## src/rtl/icpc_pkg.sv

```systemverilog
package icpc_pkg;

    localparam int TAG_HI_W = 32;
    localparam int TAG_LO_W = 64;
    localparam int WORD_W   = 32;

    typedef enum logic [1:0] {
        ST_IDLE,
        ST_TAG,
        ST_BEAT,
        ST_DONE
    } icpc_state_e;

    // Four-bit even parity, one bit per byte, top byte to top bit.
    function automatic logic [3:0] byte_par4(input logic [WORD_W-1:0] w);
        logic [3:0] p;
        for (int b = 0; b < 4; b++) begin
            p[b] = ^w[8*b +: 8];
        end
        return p;
    endfunction

endpackage

```

## src/rtl/ic_tag_check.sv

```systemverilog
module ic_tag_check
    import icpc_pkg::*;
#(
    parameter int IDX_W = 13
) (
    input  logic                vbit_i,
    input  logic                vguard_i,
    input  logic [TAG_LO_W-1:0] tag_lo_i,
    input  logic [IDX_W-1:0]    idx_i,
    output logic                entry_valid_o,
    output logic                tag_err_o,
    output logic [TAG_LO_W-1:0] va_o
);
    localparam logic [TAG_LO_W-1:0] VA_KEEP  = 64'hC000_0FFF_FFFF_E000;
    localparam logic [TAG_LO_W-1:0] VA_EXT   = 64'h3FFF_F000_0000_0000;
    localparam logic [23:0]         LOW_MASK = 24'hFFF3FF;

    logic low_par, high_par, low_bad, high_bad, guard_bad, ext_en;

    always_comb begin
        low_par   = ^(tag_lo_i[23:0] & LOW_MASK);
        high_par  = ^tag_lo_i[63:24];
        low_bad   = vbit_i && (low_par != tag_lo_i[10]);
        high_bad  = vbit_i && (high_par != tag_lo_i[11]);
        guard_bad = vbit_i ^ vguard_i;
        ext_en    = tag_lo_i[31] && (tag_lo_i[63:62] == 2'b11);

        entry_valid_o = vbit_i;
        tag_err_o     = guard_bad | low_bad | high_bad;
        va_o          = (tag_lo_i & VA_KEEP) | {{(TAG_LO_W-IDX_W){1'b0}}, idx_i};
        if (ext_en) begin
            va_o = va_o | VA_EXT;
        end
    end

    // A guard mismatch alone must always be reported.
    always_comb begin
        if (vbit_i != vguard_i) begin
            AST_GUARD_SEEN: assert (tag_err_o);
        end
    end

endmodule

```

## config.mk

```make
export PLATFORM = sky130hd
export DESIGN_NAME = ic_tag_check
export DESIGN_NICKNAME = d
export VERILOG_FILES = /design/src/rtl/icpc_pkg.sv /design/src/rtl/ic_tag_check.sv
export SDC_FILE = /design/constraint.sdc
export NUM_CORES = 1
export LEC_CHECK = 0
export ABC_AREA = 1
export CAP_MARGIN = 10
export CORE_ASPECT_RATIO = 0.6
export CORE_UTILIZATION = 58
export DETAILED_ROUTE_END_ITERATION = 12
export DONT_BUFFER_PORTS = 1
export GPL_TIMING_DRIVEN = 0
export PLACE_DENSITY = 0.75
export SLEW_MARGIN = 20
export SYNTH_ARGS = -nofsm -noshare
export SYNTH_HDL_FRONTEND = slang
export SYNTH_SLANG_ARGS = --single-unit
```

## constraint.sdc

```tcl
create_clock -name vclk -period 2.02
set_input_delay 0.404 -clock vclk [all_inputs]
set_output_delay 0.404 -clock vclk [all_outputs]
set_load 0.03 [all_outputs]
```

==> flow_summary.json, run 1 <==
{
  "outcome": "finished, final reports clean",
  "end_kind": "output pin",
  "crit_path_top_delay_cell": "ha_4",
  "synth_nets": 389,
  "drtAntennaViolNets": 0,
  "min_path_type": "input pin to output pin",
  "min_to": "va_o[12]",
  "dp.cells": 341,
  "nClkBuffers": 0,
  "routed_via_density": 4.47,
  "yosys.area.top_type": "nand2_1",
  "whs_path_depth": 1,
  "drc_errors": 0,
  "crit_chain": "ha_4, xnor2_1, nand3_1, nand3_1, nand2_2, inv_2, nand3_2, nand2_1, nand2_1, nand2_1, nand2_2, nand2_4",
  "hp-start": "idx_i[12]",
  "grt_max_degree": 19,
  "finalSetupViolCount": 0,
  "drtPass1Iterations": 4,
  "worstPathArrival_ns": 1.54,
  "drt_iter0_markers": 26,
  "pin_count": 145,
  "die_area_sq_um": 3120,
  "syn2layout_area_growth_pct": 4.62,
  "nFillCells": 259,
  "slowest_delay_ns": 0.27,
  "max_freq_mhz": 514,
  "synth_top_area_share_pct": 30.0,
  "cp.required_ns": 1.62,
  "io_buffers": 0,
  "fp.dieH_microns": 43.7,
  "nets": 391,
  "slew_headroom_pct": 68.4,
  "grtUsageTotal_pct": 17.1,
  "vias": 1525,
  "synth_area_leaders": "nand2_1 (30%), buf_4 (29%), xnor2_1 (10%), xor2_1 (10%), inv_1 (6.9%)",
  "p_leak_nw": 1.12,
  "postCtsHoldBufs": 0,
  "start_util_pct": 63.9,
  "gp_congestion": 0.674,
  "critPathTopFamily": "simple AND/OR/NAND/NOR gates",
  "ys_types": 12,
  "first_global_vias": 1262,
  "area.sequential_sq_um": 0,
  "yosysWarnings": 0,
  "fin_crit_sh_pct": 96.4,
  "crit_fanout": 2,
  "drive_above_1_share_pct": 28.2,
  "criticalPathCategory": "input pin to output pin",
  "start_kind": "input pin",
  "synthCells": 309,
  "coreArea_sq_um": 2630,
  "grt_pass1_wl_microns": 4620,
  "wl_per_cell_microns": 8.65,
  "min_period_ns": 1.95,
  "dp.final_hpwl_microns": 2700,
  "drv_cap": 0,
  "grt_overflow": 0,
  "nFlopsAndLatches": 0,
  "crit_top_cell": "nand2_1",
  "stdcell_count": 341,
  "worstMarginPinSlew_ns": 0.473,
  "wl_microns": 2950,
  "postSynthAreaPerCell_sq_um": 5.43,
  "holdWs_ns": 0.941,
  "rows": 14,
  "maxSlewViolCount": 0,
  "syn_area_sq_um": 1680,
  "ir_worst_vdd_uv": 159,
  "antenna_found_initial": 0,
  "cp_num_buf_inv": 1,
  "power_density_nw_per_um2": 356,
  "yosysSeqAreaShare_pct": 0,
  "final_util_pct": 66.9,
  "num_antenna_cells": 0,
  "hold_viol": 0,
  "rsz0062_at_grt": "true",
  "chipWidth_microns": 71.5
}
[per-stage QoR]
| step | TNS, ns | worst slack, ns | total power, W | cell area, sq um |
|---|---|---|---|---|
| after floorplan | 0 | 0.0497 | 0.000558 | 1680 |
| after global placement | -0.0529 | -0.0529 | 0.000603 | 1720 |
| after detailed placement | -0.0593 | -0.0593 | 0.000609 | 1720 |
| after CTS | 0 | 0.00768 | 0.000618 | 1740 |
| after global routing | -0.0353 | -0.0353 | 0.000697 | 1760 |
| final | 0 | 0.0726 | 0.000626 | 1760 |
[how the worst max path moves through the flow]
stage | from | to | slack [ns] | depth (start not counted)
after floorplan | tag_lo_i[62] | tag_err_o | 0.05 | 13
after global placement | tag_lo_i[62] | tag_err_o | -0.05 | 12
after detailed placement | tag_lo_i[62] | tag_err_o | -0.06 | 13
after CTS | tag_lo_i[63] | tag_err_o | 0.008 | 12
after global routing | tag_lo_i[62] | tag_err_o | -0.04 | 12
final | tag_lo_i[62] | tag_err_o | 0.07 | 12
[area by class of cell]
| class | instances | area [sq um] | share of cell area [%] |
|---|---|---|---|
| multi-input cells | 208 | 1090 | 62.3 |
| plain buffers | 65 | 488 | 27.8 |
| inverters | 36 | 135 | 7.69 |
| well taps | 32 | 40.0 | 2.28 |
[logic make-up after synthesis]
logic type | synth area share [%]
xor+xnor | 21.8
fa+ha+maj | 0.745
buf+inv | 37.1
simple gates | 40.3
[cell usage in the layout (no fill, tap or decap), drive strengths merged]
master  Yosys  final
nand3b      2      2
buf        65     65
xor2       20     20
nor2        2      2
nand3      19     19
inv        36     36
xnor2      21     21
nand2     143    143
ha          1      1
[cell usage after synthesis (all sizes together)]
master  number
xor2        20
inv         36
nand3       19
nand3b       2
ha           1
nand2      143
buf         65
nor2         2
xnor2       21
[where the power goes]
group / leakage (nW) / switching (W) / internal [W]
Clock: 0 / 0 / 0
Sequential: 0 / 0 / 0
Combinational: 1.12 / 0.000379 / 0.000247
Total: 1.12 / 0.000379 / 0.000247
[what timing repair did]
item                                    4_1_cts  5_1_grt
setup buffers                                 0        0
endpoints found under the setup margin        1        1
gates resized for setup                       2        5
pin swaps                                     2       10
[layer usage]
layer | vias up | wire, microns | track usage, %
met5 | - | 0 | 0
met3 | 0 | 225 | 1.16
met1 | 610 | 1300 | 23.5
met2 | 64 | 1430 | 31.6
li1 | 851 | - | -
met4 | 0 | 0 | 0
Power figures use the tool's default switching activity.
==> inputs of run 2 (changes only) <==
--- a/config.mk
+++ b/config.mk
@@ -8,11 +8,11 @@
 export ABC_AREA = 1
 export CAP_MARGIN = 10
 export CORE_ASPECT_RATIO = 0.6
-export CORE_UTILIZATION = 58
+export CORE_UTILIZATION = 47
 export DETAILED_ROUTE_END_ITERATION = 12
 export DONT_BUFFER_PORTS = 1
 export GPL_TIMING_DRIVEN = 0
-export PLACE_DENSITY = 0.75
+export PLACE_DENSITY = 0.63
 export SLEW_MARGIN = 20
 export SYNTH_ARGS = -nofsm -noshare
 export SYNTH_HDL_FRONTEND = slang
==> constraint.sdc (replaced) <==
create_clock -name vclk -period 2.02
set_input_delay 0.404 -clock vclk [all_inputs]
set_output_delay 0.404 -clock vclk [all_outputs]
set_load 0.1 [all_outputs]
==> flow_summary.json, run 2 (synthesized netlist as in run 1, its figures left out) <==
{
  "outcome": "finished, violations left",
  "violations": "negative setup slack",
  "criticalPathCategory": "input pin to output pin",
  "max_freq_mhz": 492,
  "fp.dieH_microns": 48.3,
  "grtUsageTotal_pct": 14.8,
  "placed_area_sq_um": 1770,
  "grt_overflow": 0,
  "p_leak_nw": 1.12,
  "total_power_w": 0.000999,
  "grt_max_degree": 19,
  "maxSlewViolCount": 0,
  "min_period_ns": 2.03,
  "start_kind": "input pin",
  "slowest_delay_ns": 0.26,
  "num_antenna_cells": 0,
  "crit_chain": "ha_4, xor2_1, nand3_1, nand2_1, nand2_1, nand2_2, inv_2, nand3_2, nand3_1, nand2_1, nand2_2, nand2_8",
  "hp-start": "idx_i[5]",
  "syn2layout_area_growth_pct": 5.66,
  "coreArea_sq_um": 3320,
  "nets": 391,
  "hold_viol": 0,
  "worstPathArrival_ns": 1.63,
  "drtAntennaViolNets": 0,
  "drv_cap": 0,
  "crit_top_cell": "nand2_1",
  "crit_fanout": 2,
  "nFlopsAndLatches": 0,
  "routed_via_density": 4.33,
  "dp.final_hpwl_microns": 2740,
  "drc_errors": 0,
  "io_buffers": 0,
  "drive_above_1_share_pct": 27.8,
  "ir_worst_vdd_uv": 363,
  "cp.required_ns": 1.62,
  "nClkBuffers": 0,
  "crit_path_top_delay_cell": "ha_4",
  "drt_iter0_markers": 50,
  "finalSetupViolCount": 1,
  "final_cell_mix": "nand2_1 (131), buf_4 (65), inv_1 (30)",
  "first_global_vias": 1288,
  "wl_microns": 2940,
  "area.sequential_sq_um": 0,
  "final_util_pct": 53.4,
  "setup_ws_ns": -0.0118,
  "rsz0062_at_grt": "true",
  "worstMarginPinSlew_ns": 0.449,
  "fin_crit_sh_pct": 101,
  "grt_pass1_wl_microns": 4980,
  "gp_congestion": 0.747,
  "whs_path_depth": 1,
  "wl_per_cell_microns": 8.31,
  "design_area_sq_um": 1770,
  "min_to": "va_o[5]",
  "final_common_cell": "nand2_1",
  "die_area_sq_um": 3820,
  "nFillCells": 359,
  "min_path_type": "input pin to output pin",
  "chipWidth_microns": 79.2,
  "start_util_pct": 50.5,
  "rows": 16,
  "pin_count": 145,
  "holdWs_ns": 1.02,
  "slew_headroom_pct": 70.0,
  "postCtsHoldBufs": 0,
  "fin_setup_tns_ns": -0.0118,
  "end_kind": "output pin",
  "power_density_nw_per_um2": 563,
  "drtPass1Iterations": 4,
  "antenna_found_initial": 0,
  "vias": 1533
}
-- run 2: cell type report --
type                       count  area (sq um)  share of cell area, %
buffer                        65           488                   27.5
inverter                      36           135                   7.62
multi-input combinational    208          1090                   61.7
tap                           45          56.3                   3.17
-- run 2: report_power, final --
| group | internal [W] | switching, W |
|---|---|---|
| combinational | 0.000250 | 0.000749 |
| sequential | 0 | 0 |
| clock | 0 | 0 |
-- run 2: timing repair --
action,4_1_cts,5_1_grt
pin swaps,7,3
buffers inserted,0,0
endpoints found under the setup margin,1,1
cloned,0,0
resized for setup,1,2
-- run 2: per-layer routing --
metal | wire length (microns) | vias to the layer above | track usage, %
li1 | - | 850 | -
met1 | 1320 | 611 | 20.6
met2 | 1320 | 72 | 26.1
met3 | 306 | 0 | 1.32
met4 | 0 | 0 | 0
met5 | 0 | - | 0
-- run 2: worst max path at each step --
stage	startpoint	endpoint	slack, ns
after floorplan	tag_lo_i[63]	tag_err_o	0.04
after global routing	tag_lo_i[63]	tag_err_o	-0.14
after CTS	tag_lo_i[63]	tag_err_o	-0.01
after global placement	tag_lo_i[63]	tag_err_o	-0.05
after detailed placement	tag_lo_i[63]	tag_err_o	-0.05
final	tag_lo_i[63]	tag_err_o	-0.01
-- run 2: through the flow --
| step | cells | worst slack [ns] |
|---|---|---|
| 6_report | 354 | -0.0118 |
| 4_1_cts | 354 | -0.0125 |
| 3_3_place_gp | 354 | -0.0500 |
| 2_1_floorplan | 309 | 0.0381 |
| 5_1_grt | 354 | -0.140 |
| 3_5_place_dp | 354 | -0.0478 |
-- run 2: critical path, delay by kind of cell --
kind                     cells  cell delay (ns)
adder cells (fa/ha/maj)      1             0.26
AND/OR/NAND/NOR              9             0.77
XOR/XNOR                     1             0.14
buffers and inverters        1             0.04
==> inputs of run 3 (changes only) <==
--- a/config.mk
+++ b/config.mk
@@ -12,7 +12,7 @@
 export DETAILED_ROUTE_END_ITERATION = 12
 export DONT_BUFFER_PORTS = 1
 export GPL_TIMING_DRIVEN = 0
-export PLACE_DENSITY = 0.63
+export PLACE_DENSITY = 0.65
 export SLEW_MARGIN = 20
 export SYNTH_ARGS = -nofsm -noshare
 export SYNTH_HDL_FRONTEND = slang
==> constraint.sdc (replaced) <==
create_clock -name vclk -period 1.8
set_input_delay 0.36 -clock vclk [all_inputs]
set_output_delay 0.36 -clock vclk [all_outputs]
set_load 0.1 [all_outputs]
==> flow_summary.json, run 3 (synthesized netlist as in run 1, its figures left out) <==
{
  "holdWs_ns": 0.932,
  "ir_worst_vdd_uv": 393,
  "outcome": "finished, violations left",
  "wl_microns": 3090,
  "io_buffers": 0,
  "violations": "negative setup slack",
  "slew_headroom_pct": 70.1,
  "min_path_type": "input pin to output pin",
  "criticalPathCategory": "input pin to output pin",
  "final_common_cell": "nand2_1",
  "vias": 1542,
  "worstMarginPinSlew_ns": 0.448,
  "maxSlewViolCount": 0,
  "grtUsageTotal_pct": 14.8,
  "nFlopsAndLatches": 0,
  "startpoint": "tag_lo_i[63]",
  "fp.dieH_microns": 48.3,
  "start_util_pct": 50.5,
  "fin_setup_tns_ns": -0.184,
  "hp-start": "tag_lo_i[21]",
  "first_global_vias": 1257,
  "final_util_pct": 53.6,
  "total_power_w": 0.00113,
  "start_kind": "input pin",
  "coreArea_sq_um": 3320,
  "multiInputGateArea_sq_um": 1100,
  "drtAntennaViolNets": 0,
  "p_leak_nw": 1.13,
  "routed_via_density": 4.36,
  "stdcell_count": 354,
  "min_period_ns": 1.98,
  "setup_ws_ns": -0.184,
  "power_density_nw_per_um2": 634,
  "chipWidth_microns": 79.2,
  "die_area_sq_um": 3820,
  "nClkBuffers": 0,
  "worstPathArrival_ns": 1.62,
  "max_freq_mhz": 504,
  "fin_crit_sh_pct": 110,
  "postCtsHoldBufs": 0,
  "finalSetupViolCount": 1,
  "grt_overflow": 0,
  "nFillCells": 356,
  "drv_cap": 0,
  "num_antenna_cells": 0,
  "rows": 16,
  "drc_errors": 0,
  "wl_per_cell_microns": 8.74,
  "cp.required_ns": 1.44,
  "antenna_found_initial": 0,
  "gp_congestion": 0.736,
  "dp.cells": 354,
  "grt_pass1_wl_microns": 4970,
  "final_cell_mix": "nand2_1 (131), buf_4 (65), inv_1 (30)",
  "grt_max_degree": 19,
  "crit_fanout": 2,
  "drt_iter0_markers": 39,
  "dp.final_hpwl_microns": 2820,
  "pin_count": 145,
  "drtPass1Iterations": 4,
  "end_kind": "output pin",
  "area.sequential_sq_um": 0,
  "syn2layout_area_growth_pct": 6.11,
  "drive_above_1_share_pct": 28.2,
  "hold_viol": 0,
  "nets": 391,
  "rsz0062_at_grt": "true"
}
run 3: cell counts in the layout (fill, tap and decap cells not counted):
Identical to the previous run, type by type.
run 3: timing repair:
item / in CTS / in global routing
gates resized for setup: 1 / 3
setup endpoints to repair: 1 / 1
gates cloned: 0 / 0
buffers inserted: 0 / 0
pin swaps: 2 / 6
run 3: cell type report:
cell class	count	area share (%)
well taps	45	3.16
inverters	36	7.58
multi-input cells	208	61.9
plain buffers	65	27.4
run 3: path summary, 6_finish.rpt:
| kind | end | slack, ns | cells after the start |
|---|---|---|---|
| hold / removal | va_o[21] | 0.93 | 1 |
| setup / recovery | tag_err_o | -0.18 | 12 |
run 3: where the power goes:
group | internal [W] | switching [W] | leakage (nW)
registers | 0 | 0 | 0
clock network | 0 | 0 | 0
logic | 0.000283 | 0.000847 | 1.13
run 3: per-stage QoR:
step           worst slack, ns  cell area, sq um
3_3_place_gp            -0.159              1770
3_5_place_dp            -0.201              1770
2_1_floorplan          -0.0730              1710
5_1_grt                 -0.328              1780
6_report                -0.184              1780
4_1_cts                 -0.175              1770
run 3: worst max-delay path, cell delays in order:
cell and delay [ns]:
ha_4 0.27, xor2_1 0.15, nand3_1 0.11, nand3_1 0.09
nand2_2 0.07, inv_2 0.05, nand3_2 0.06, nand2_1 0.06
nand2_1 0.04, nand2_1 0.08, nand2_2 0.09, nand2_8 0.18
run 3: layer usage:
metal	vias to the layer above	part of all wire, %	GRT usage (%)
li1	848	-	-
met1	622	44	21.0
met2	72	45	25.1
met3	0	10	2.08
met4	0	0	0
met5	-	0	0
